==> src/rtl/mc_pkg.sv <==
package mc_pkg;

   typedef enum logic [3:0] {
      ST_FETCH, ST_DECODE, ST_EX_ADD, ST_EX_ADDR, ST_EX_BR, ST_EX_JMP,
      ST_WB_ALU, ST_MEM_RD, ST_MEM_WR, ST_WB_MEM, ST_TRAP_OVF, ST_TRAP_UND
   } state_t;

   localparam logic [5:0] OP_RTYPE = 6'h00;
   localparam logic [5:0] OP_LOAD  = 6'h23;
   localparam logic [5:0] OP_STORE = 6'h2B;
   localparam logic [5:0] OP_BEQ   = 6'h04;
   localparam logic [5:0] OP_JUMP  = 6'h02;
   localparam logic [5:0] FN_ADD   = 6'h20;

   localparam int CAUSE_UNDEF = 0;
   localparam int CAUSE_OVF   = 1;

   typedef enum logic       {ASEL_PC, ASEL_REG} asel_t;
   typedef enum logic [1:0] {BSEL_REG, BSEL_FOUR, BSEL_IMM, BSEL_BRIMM} bsel_t;
   // value 3 selects the trap vector
   typedef enum logic [1:0] {PCS_ALU, PCS_SAVED, PCS_JUMP, PCS_VECTOR} pcsel_t;

   typedef struct packed {
      logic   pc_we;
      pcsel_t pc_src;
      logic   ir_we;
      logic   mdr_we;
      logic   ab_we;
      logic   out_we;
      asel_t  alu_a;
      bsel_t  alu_b;
      logic   rf_we;
      logic   rf_from_mem;
      logic   rf_dst_rt;
      logic   mem_we;
      logic   mem_from_out;
      logic   trap_we;
      logic   trap_ovf;
   } ctrl_t;

endpackage

==> src/rtl/mc_alu.sv <==
module mc_alu #(
   parameter int W              = 32,
   parameter bit OVF_FROM_CARRY = 1'b0
) (
   input  logic [W-1:0] op_a,
   input  logic [W-1:0] op_b,
   output logic [W-1:0] sum,
   output logic         ovf
);
   logic [W:0] low_part;
   logic       carry_top;

   assign sum = op_a + op_b;

   generate
      if (OVF_FROM_CARRY) begin : g_carry
         // overflow = carry into MSB xor carry out of MSB
         assign low_part  = {1'b0, 1'b0, op_a[W-2:0]} + {1'b0, 1'b0, op_b[W-2:0]};
         assign carry_top = (op_a[W-1] & op_b[W-1]) |
                            ((op_a[W-1] ^ op_b[W-1]) & low_part[W-1]);
         assign ovf       = low_part[W-1] ^ carry_top;
      end else begin : g_sign
         assign low_part  = '0;
         assign carry_top = 1'b0;
         assign ovf = (op_a[W-1] == op_b[W-1]) && (sum[W-1] != op_a[W-1]);
      end
   endgenerate
endmodule

==> src/rtl/mc_regfile.sv <==
module mc_regfile #(
   parameter int W        = 32,
   parameter int NREGS    = 32,
   parameter bit ZERO_REG = 1'b1,
   localparam int AW      = $clog2(NREGS)
) (
   input  logic          clk,
   input  logic          rst_n,
   input  logic [AW-1:0] ra1,
   input  logic [AW-1:0] ra2,
   output logic [W-1:0]  rd1,
   output logic [W-1:0]  rd2,
   input  logic          we,
   input  logic [AW-1:0] wa,
   input  logic [W-1:0]  wd
);
   logic [NREGS*W-1:0] flat;

   generate
      for (genvar i = 0; i < NREGS; i++) begin : g_reg
         if (i == 0 && ZERO_REG) begin : g_zero
            assign flat[i*W +: W] = '0;
         end else begin : g_flop
            logic [W-1:0] q;
            always_ff @(posedge clk or negedge rst_n) begin
               if (!rst_n)                         q <= '0;
               else if (we && wa == AW'(i))        q <= wd;
            end
            assign flat[i*W +: W] = q;
         end
      end
   endgenerate

   assign rd1 = flat[ra1*W +: W];
   assign rd2 = flat[ra2*W +: W];
endmodule

==> src/rtl/mc_ctrl.sv <==
module mc_ctrl
   import mc_pkg::*;
(
   input  logic       clk,
   input  logic       rst_n,
   input  logic [5:0] opcode,
   input  logic [5:0] funct,
   input  logic       a_eq_b,
   input  logic       add_ovf,
   output state_t     state,
   output ctrl_t      ctl
);
   state_t nxt;

   always_ff @(posedge clk or negedge rst_n) begin
      if (!rst_n) state <= ST_FETCH;
      else        state <= nxt;
   end

   always_comb begin
      nxt = ST_FETCH;
      unique case (state)
         ST_FETCH:  nxt = ST_DECODE;
         ST_DECODE: begin
            case (opcode)
               OP_RTYPE:          nxt = (funct == FN_ADD) ? ST_EX_ADD : ST_TRAP_UND;
               OP_LOAD, OP_STORE: nxt = ST_EX_ADDR;
               OP_BEQ:            nxt = ST_EX_BR;
               OP_JUMP:           nxt = ST_EX_JMP;
               default:           nxt = ST_TRAP_UND;
            endcase
         end
         ST_EX_ADD:  nxt = add_ovf ? ST_TRAP_OVF : ST_WB_ALU;
         ST_EX_ADDR: nxt = (opcode == OP_LOAD) ? ST_MEM_RD : ST_MEM_WR;
         ST_MEM_RD:  nxt = ST_WB_MEM;
         default:    nxt = ST_FETCH;
      endcase
   end

   always_comb begin
      ctl = '0;
      unique case (state)
         ST_FETCH: begin
            ctl.ir_we  = 1'b1;
            ctl.pc_we  = 1'b1;
            ctl.pc_src = PCS_ALU;
            ctl.alu_a  = ASEL_PC;
            ctl.alu_b  = BSEL_FOUR;
         end
         ST_DECODE: begin
            ctl.ab_we  = 1'b1;
            ctl.out_we = 1'b1;
            ctl.alu_a  = ASEL_PC;
            ctl.alu_b  = BSEL_BRIMM;
         end
         ST_EX_ADD: begin
            ctl.out_we = 1'b1;
            ctl.alu_a  = ASEL_REG;
            ctl.alu_b  = BSEL_REG;
         end
         ST_EX_ADDR: begin
            ctl.out_we = 1'b1;
            ctl.alu_a  = ASEL_REG;
            ctl.alu_b  = BSEL_IMM;
         end
         ST_EX_BR: begin
            ctl.pc_we  = a_eq_b;
            ctl.pc_src = PCS_SAVED;
         end
         ST_EX_JMP: begin
            ctl.pc_we  = 1'b1;
            ctl.pc_src = PCS_JUMP;
         end
         ST_WB_ALU: ctl.rf_we = 1'b1;
         ST_MEM_RD: begin
            ctl.mem_from_out = 1'b1;
            ctl.mdr_we       = 1'b1;
         end
         ST_MEM_WR: begin
            ctl.mem_from_out = 1'b1;
            ctl.mem_we       = 1'b1;
         end
         ST_WB_MEM: begin
            ctl.rf_we       = 1'b1;
            ctl.rf_from_mem = 1'b1;
            ctl.rf_dst_rt   = 1'b1;
         end
         ST_TRAP_OVF, ST_TRAP_UND: begin
            ctl.trap_we  = 1'b1;
            ctl.trap_ovf = (state == ST_TRAP_OVF);
            ctl.pc_we    = 1'b1;
            ctl.pc_src   = PCS_VECTOR;
         end
         default: ctl = '0;
      endcase
   end
endmodule

==> src/rtl/mc_core.sv <==
module mc_core
   import mc_pkg::*;
#(
   parameter int          XLEN           = 32,
   parameter int          NREGS          = 32,
   parameter logic [31:0] TRAP_VECTOR    = 32'hC000_0000,
   parameter bit          ZERO_REG       = 1'b1,
   parameter bit          OVF_FROM_CARRY = 1'b0
) (
   input  logic            clk,
   input  logic            rst_n,
   output logic [XLEN-1:0] mem_addr,
   output logic [XLEN-1:0] mem_wdata,
   output logic            mem_we,
   input  logic [XLEN-1:0] mem_rdata,
   output logic [XLEN-1:0] pc,
   output logic [XLEN-1:0] epc,
   output logic [XLEN-1:0] cause,
   output logic            fetch
);
   localparam int AW = $clog2(NREGS);

   generate
      if (XLEN != 32) begin : g_bad_xlen
         $error("mc_core: the instruction encoding needs XLEN of 32");
      end
      if (NREGS < 2 || NREGS > 32 || (1 << AW) != NREGS) begin : g_bad_nregs
         $error("mc_core: NREGS must be a power of two from 2 to 32");
      end
      if (TRAP_VECTOR[1:0] != 2'b00) begin : g_bad_vec
         $error("mc_core: TRAP_VECTOR must be word aligned");
      end
   endgenerate

   state_t          state_q;
   ctrl_t           ctl;
   logic [XLEN-1:0] pc_q, ir_q, mdr_q, a_q, b_q, out_q, epc_q, cause_q;
   logic [XLEN-1:0] rd1, rd2, alu_a, alu_b, alu_sum, imm_sx, pc_next, wb_data;
   logic            alu_ovf;
   logic [4:0]      rs_f, rt_f, rd_f;
   logic [AW-1:0]   wb_addr;

   assign rs_f   = ir_q[25:21];
   assign rt_f   = ir_q[20:16];
   assign rd_f   = ir_q[15:11];
   assign imm_sx = {{(XLEN-16){ir_q[15]}}, ir_q[15:0]};

   mc_ctrl u_ctrl (
      .clk    (clk),
      .rst_n  (rst_n),
      .opcode (ir_q[31:26]),
      .funct  (ir_q[5:0]),
      .a_eq_b (a_q == b_q),
      .add_ovf(alu_ovf),
      .state  (state_q),
      .ctl    (ctl)
   );

   always_comb begin
      alu_a = (ctl.alu_a == ASEL_PC) ? pc_q : a_q;
      unique case (ctl.alu_b)
         BSEL_REG:   alu_b = b_q;
         BSEL_FOUR:  alu_b = XLEN'(4);
         BSEL_IMM:   alu_b = imm_sx;
         BSEL_BRIMM: alu_b = {imm_sx[XLEN-3:0], 2'b00};
         default:    alu_b = '0;
      endcase
   end

   mc_alu #(.W(XLEN), .OVF_FROM_CARRY(OVF_FROM_CARRY)) u_alu (
      .op_a(alu_a),
      .op_b(alu_b),
      .sum (alu_sum),
      .ovf (alu_ovf)
   );

   always_comb begin
      unique case (ctl.pc_src)
         PCS_ALU:    pc_next = alu_sum;
         PCS_SAVED:  pc_next = out_q;
         PCS_JUMP:   pc_next = {pc_q[XLEN-1:XLEN-4], ir_q[25:0], 2'b00};
         PCS_VECTOR: pc_next = TRAP_VECTOR;
         default:    pc_next = pc_q;
      endcase
   end

   assign wb_addr = ctl.rf_dst_rt ? rt_f[AW-1:0] : rd_f[AW-1:0];
   assign wb_data = ctl.rf_from_mem ? mdr_q : out_q;

   mc_regfile #(.W(XLEN), .NREGS(NREGS), .ZERO_REG(ZERO_REG)) u_rf (
      .clk  (clk),
      .rst_n(rst_n),
      .ra1  (rs_f[AW-1:0]),
      .ra2  (rt_f[AW-1:0]),
      .rd1  (rd1),
      .rd2  (rd2),
      .we   (ctl.rf_we),
      .wa   (wb_addr),
      .wd   (wb_data)
   );

   always_ff @(posedge clk or negedge rst_n) begin
      if (!rst_n) begin
         pc_q    <= '0;
         ir_q    <= '0;
         mdr_q   <= '0;
         a_q     <= '0;
         b_q     <= '0;
         out_q   <= '0;
         epc_q   <= '0;
         cause_q <= '0;
      end else begin
         if (ctl.pc_we)  pc_q  <= pc_next;
         if (ctl.ir_we)  ir_q  <= mem_rdata;
         if (ctl.mdr_we) mdr_q <= mem_rdata;
         if (ctl.ab_we) begin
            a_q <= rd1;
            b_q <= rd2;
         end
         if (ctl.out_we) out_q <= alu_sum;
         if (ctl.trap_we) begin
            epc_q   <= pc_q - XLEN'(4);
            cause_q <= ctl.trap_ovf ? XLEN'(CAUSE_OVF) : XLEN'(CAUSE_UNDEF);
         end
      end
   end

   assign mem_addr  = ctl.mem_from_out ? out_q : pc_q;
   assign mem_wdata = b_q;
   assign mem_we    = ctl.mem_we;
   assign pc        = pc_q;
   assign epc       = epc_q;
   assign cause     = cause_q;
   assign fetch     = (state_q == ST_FETCH);
endmodule

==> config.mk <==
export PLATFORM = sky130hd
export DESIGN_NAME = mc_core
export DESIGN_NICKNAME = d
export VERILOG_FILES = /design/src/rtl/mc_pkg.sv /design/src/rtl/mc_alu.sv /design/src/rtl/mc_regfile.sv /design/src/rtl/mc_ctrl.sv /design/src/rtl/mc_core.sv
export SDC_FILE = /design/constraint.sdc
export NUM_CORES = 2
export LEC_CHECK = 0
export BUFFER_PORTS_ARGS = -buffer_cell sky130_fd_sc_hd__buf_2
export CAP_MARGIN = 20
export CELL_PAD_IN_SITES_DETAIL_PLACEMENT = 1
export CELL_PAD_IN_SITES_GLOBAL_PLACEMENT = 1
export CORE_MARGIN = 4
export CORE_UTILIZATION = 33
export DETAILED_ROUTE_END_ITERATION = 6
export PLACE_DENSITY_LB_ADDON = 0.1
export SLEW_MARGIN = 30
export SYNTH_ARGS = -nofsm -noshare
export SYNTH_HDL_FRONTEND = slang
export SYNTH_SLANG_ARGS = --single-unit
export TNS_END_PERCENT = 1
==> constraint.sdc <==
create_clock -name clk -period 11.2 [get_ports clk]
set_input_delay 1.68 -clock clk [delete_from_list [all_inputs] [get_ports clk]]
set_output_delay 1.68 -clock clk [all_outputs]
set_load 0.05 [all_outputs]
======== Word level (Yosys, flattened, before mapping) ========
Cells that the tools add are included.
storage, ports and cells
  register bits ........................... 1252
  input bits .............................. 34
  output and inout bits ................... 162
  word-level logic and storage cells ...... 167
cells by class
  add/sub/neg operators ................... 2
  equality and inequality tests ........... 56
  shifts and indexed selects .............. 2
  mux-type cells .......................... 23
  bitwise logic cells ..................... 1
  reduce and logical (&&, ||, !) cells .... 42
operator list
  operator                 count
  $shiftx A1024 B11 Y32    2
  $pmux W32 S4             2
  $mux W32                 3
  $eq A5 B5 Y1 const B     16
  $eq A5 B4 Y1 const B     8
  $add A32 B32 Y32         1
  $eq A32 B32 Y1           1
  $logic_and A1 B1 Y1      32
  $sub A32 B3 Y32 const B  1
  $pmux W3 S4              2
  $eq A5 B3 Y1 const B     4
  $pmux W4 S5              1
  $eq A6 B6 Y1 const B     3
  $eq A4 B3 Y1 const B     4
  $eq A4 B4 Y1 const B     4
  $pmux W4 S4              1
  $mux W4                  3
  $eq A5 B2 Y1 const B     2
  $eq A2 B2 Y1 const B     4
  $eq A4 B2 Y1 const B     2
  $mux W1                  8
  $reduce_or A2 Y1         4
  $eq A6 B2 Y1 const B     1
  $eq A6 B3 Y1 const B     1
  other kinds (13)         16

======== Depth between registers and ports, before layout ========
  word-level depth ........................ 9
  mapped depth ............................ 17
  gate-level depth less buffers ........... 15

======== By module ========
From an unflattened synthesis, not the netlist that was laid out.
second synthesis, totals
  cells, all modules ...................... 4756
  area, all modules ....................... 66930.4 um2
modules (own cells, without submodules)
  module      instances  cells each  area each (um2)  seq. area each (um2)
  mc_regfile  1          3416        52835.7          24823.8
  mc_core     1          1008        11693.7          5630.4
  mc_alu      1          266         1931.9           0.0
  mc_ctrl     1          66          469.2            100.1

======== Worst setup path before layout ========
No wires, ideal clock.
  path type ............................... reg-to-output
  start point ............................. register u_ctrl.state[1]
  end point ............................... output port mem_addr[10]
  arrival ................................. 2758 ps
  required time ........................... 9520 ps
  slack ................................... 6762 ps
  cell stages (with the launch flop) ...... 6
  buffers on the path ..................... 2
  cells stage by stage .................... dfrtp_1 -> clkbuf_1 -> nor3_1 -> a31oi_1 -> clkbuf_1 -> mux2_2
between the ends
  word-level cells in the longest chain between the ends .. 4
  elaborated cells on any way between the ends .. 5
  classes of those cells .................. eq/ne (2); mux (2); reduce/logical (1)
ends and longest elaborated chain
  item                                                 RTL line        RTL
  start, declared                                      mc_ctrl.sv:10   output state_t state,
  start signal, assigned                               mc_ctrl.sv:17   else state <= nxt;
  $eq A4 B4 Y1 / $eq A4 B3 Y1 (equally long branches)  mc_ctrl.sv:42   unique case (state)
  $reduce_or A2 Y1 (no line) *                         n/a
  $mux W1 *                                            mc_ctrl.sv:42
  $mux W32 *                                           mc_core.sv:128  assign mem_addr = ctl.mem_from_out ? out_q : pc_q;
  end, declared                                        mc_core.sv:12   output logic [XLEN-1:0] mem_addr,
Mark *: on every way between the ends. The rest lies on a longest branch, timed or not.

======== Worst setup path after layout ========
  start point ............................. register u_ctrl.state[0]
  end point ............................... output port fetch
between the ends
  word-level cells in the longest chain between the ends .. 1
ends and longest elaborated chain
  item              RTL line        RTL
  $logic_not A4 Y1  mc_core.sv:134  assign fetch = (state_q == ST_FETCH);
  end, declared     mc_core.sv:19   output logic fetch
No other way between the ends.

==> reports/results.ini <==
[drt]
viasPerCell=5.70
wl_per_cell_um=30.1
dr_total_vias=47169
drt_iter0_drc=3784
first_pass_iters=7
ant_nets=0
routed_wl_um=249000
route.detailed.drc=2

[power]
pwr-share-clk_pct=20.3
netSwitchingFraction_pct=44.6
seq_power_share_pct=31.5
vdd_ir_drop_max_uv=192
p_per_area_mw_per_mm2=332
p_switching_w=0.0108
combPwrFrac_pct=48.2
leakagePower_nw=31.1
p_int_w=0.0134

[final_layout]
areaGrowthSynthToFinish_pct=13.0
ff_latch_area_mm2=0.0306
nets=5697
drive_above_1_share_pct=24.4
fin_util_pct=37.6
multiInputGateArea_mm2=0.0317
fin_area_mm2=0.0726
nFillCells=20771

[die]
placementRows=161
die_width_um=449
die_height_um=449
start_util_pct=33.3
dieArea_mm2=0.202
floorplan.io_pins=196
core-area_mm2=0.193

[cts]
clock_sinks=1221
htree_num_levels=4
postCtsSetupBuffers=0
cts_root_buf=clkbuf_16
clkTransAtPathRegs_ns=0.06
clkLatencyLatePin_ns=0.80
cts_made_buffers=148
tritoncts=yes
clockBufferDepth=3
hold_buffers=0
post_cts_resized=0

[yosys]
yosysSeqAreaShare_pct=47.6
syn_area_mm2=0.0642
synth_edf_count=0
yosysTopAreaCell=dfrtp_1
ys.flop_type=dfrtp_1
synth_area_per_cell_um2=11.2
synth_top_area_share_pct=47.6
ys_types=81
synth_warnings=0
async_reset_ff_share_pct=100
synth-seq-cells=1221
syn_inst=5713
synth_area_leaders=dfrtp_1 (48%), mux4_2 (20%), o21ai_0 (5.1%), nand2_1 (4.8%), a21oi_1 (4.0%)

[hold_path]
holdCritStartpoint=epc[17]$_DFFE_PN0P_
hold_path_class=register to register
min_path_cells=2
hold_path_end=epc[17]$_DFFE_PN0P_

[timing]
holdWs_ns=0.472
fmax_ghz=0.185
min_period_ns=5.42
rsz0062_at_grt=false
slew_headroom_pct=31.2
skew_ns=0.0226
post-route-period-util_pct=48.4
setup_ws_ns=5.78
tightest_slew_ns=1.03
slew_viol_final=0
finalSetupViolCount=0
hold_viol_final=0
fin_setup_tns_ns=0

[critical_path]
r2r_slack_ns=5.84
crit-reg2reg-launch=u_ctrl.state[1]$_DFF_PN0_
endpoint_kind=output port
critPathLaunchType=register
cp-startpoint=u_ctrl.state[0]$_DFF_PN0_
required_ns=9.52
r2r_cells=13
r2r_end=pc[24]$_DFFE_PN0P_
critPathArrivalTime_ns=3.74
crit_fanout=38
path_class=register to output port

[placement]
port_buffers=164
post-dp-hpwl_um=152000
dp_slack_ns=5.88
place_area_mm2=0.0676
gp_congestion=0.908

[grt]
grt_pass1_wl_um=364000
antenna_found_initial=13
grtUsageTotal_pct=24.5
grt_pass1_vias=49158
grt_max_degree=160
grt_overflow_total=0

[status]
status=complete, but fails checks
violations=design-rule violations

[job]
maxCapViolations=0

## worst max-delay path: stages, from the launching register on
cell and delay (ns):
dfrtp_1 0.32, buf_4 0.38, clkinv_1 0.74, nand3_2 0.31
clkinv_2 0.68, buf_2 0.48
## Yosys cell counts (8+ instances only)
cell       count
nor2_2        11
clkbuf_1     375
mux4_2       576
mux2_2       180
o21a_1        23
a22o_1        64
nor2_1       519
and2_1         8
xor2_1        44
a22oi_1        9
nor3_1        12
nor2b_1       10
a211oi_1       8
ha_1          32
dfrtp_1     1221
xnor2_1       37
mux2i_1      105
o2bb2ai_1     15
buf_4         37
a31oi_1       18
inv_1         30
o21ai_0      658
nand2b_1      15
o21ai_1       26
o211ai_1       8
buf_2        132
a222oi_1      29
nand2_1      816
buf_1         23
nand3_1       26
a21oi_1      508
nor4_1        12
a21o_1        17
## cells in the final DEF (no fill, tap or decap), drive strengths merged, types with 6 or more instances in the layout
cell,n
nor2,535
nand3,27
conb,31
o211ai,8
or2,11
o31ai,7
a22o,64
and3,7
a21oi,508
mux2i,105
xor2,44
inv,35
o21a,23
clkinv,36
a222oi,29
and2,8
nor3,14
o2bb2ai,15
bufinv,6
a211oi,8
or3,7
clkbuf,218
nor2b,10
dfrtp,1221
a21o,17
a31oi,18
a221oi,7
buf,306
nand4,6
nand2b,16
mux4,576
o21ai,684
ha,32
nand2,816
xnor2,37
mux2,180
or4,6
nor4,13
a22oi,9
## how the worst max path moves through the flow
stage / slack [ns] / to
2_1_floorplan: 6.76 / mem_addr[10]
3_3_place_gp: 5.98 / pc[24]$_DFFE_PN0P_
3_5_place_dp: 5.88 / pc[24]$_DFFE_PN0P_
4_1_cts: 5.86 / pc[24]$_DFFE_PN0P_
5_1_grt: 5.49 / pc[24]$_DFFE_PN0P_
6_report: 5.78 / fetch
## cell families after synthesis
| family | synth area share [%] |
|---|---|
| buffers and inverters | 4.00 |
| xor gates and xnor gates | 1.10 |
| DFF | 47.6 |
| muxes | 25.0 |
| AOI/OAI and AO/OA | 12.3 |
| adders and majority gates | 0.654 |
| and+or+nand+nor | 9.37 |
| other | 0.00584 |
## through the flow
step                      cells  total power (W)
after floorplan            5743           0.0152
after global placement     7999           0.0190
after detailed placement   8002           0.0193
after CTS                  8269           0.0243
after global routing       8275           0.0255
final                      8275           0.0241
## final cells by class
cell class	count	area share, %
multi-input cells	3921	43.6
well taps	2526	4.35
repair buffers	306	2.96
clock inverters	49	0.687
clock buffers	218	6.07
diodes	2	0.00689
flip-flops and latches	1221	42.1
inverters	32	0.174
## power groups by stage
| stage | Clock (W) | Sequential (W) | Combinational (W) |
|---|---|---|---|
| after floorplan | 0 | 0.00724 | 0.00798 |
| after global placement | 0 | 0.00758 | 0.0115 |
| after detailed placement | 0 | 0.00765 | 0.0116 |
| after CTS | 0.00503 | 0.00759 | 0.0117 |
| after global routing | 0.00521 | 0.00779 | 0.0125 |
| final | 0.00489 | 0.00760 | 0.0116 |
## layer usage
metal	part of all wire, %	GRT usage [%]
met1	48	36.2
met2	46	38.7
met3	4.5	3.29
met4	1.8	5.11
met5	0	0
## registers in the layout, summed over array words and instances, names as in the netlist
signal and flops:
mem_wdata 32, a_q 32, u_rf.g.g_flop.q 992, u_ctrl.state 4
epc 32, cause 1, ir_q 32, pc 32
out_q 32, mdr_q 32
Note: power is estimated with default switching activity, not from simulation.
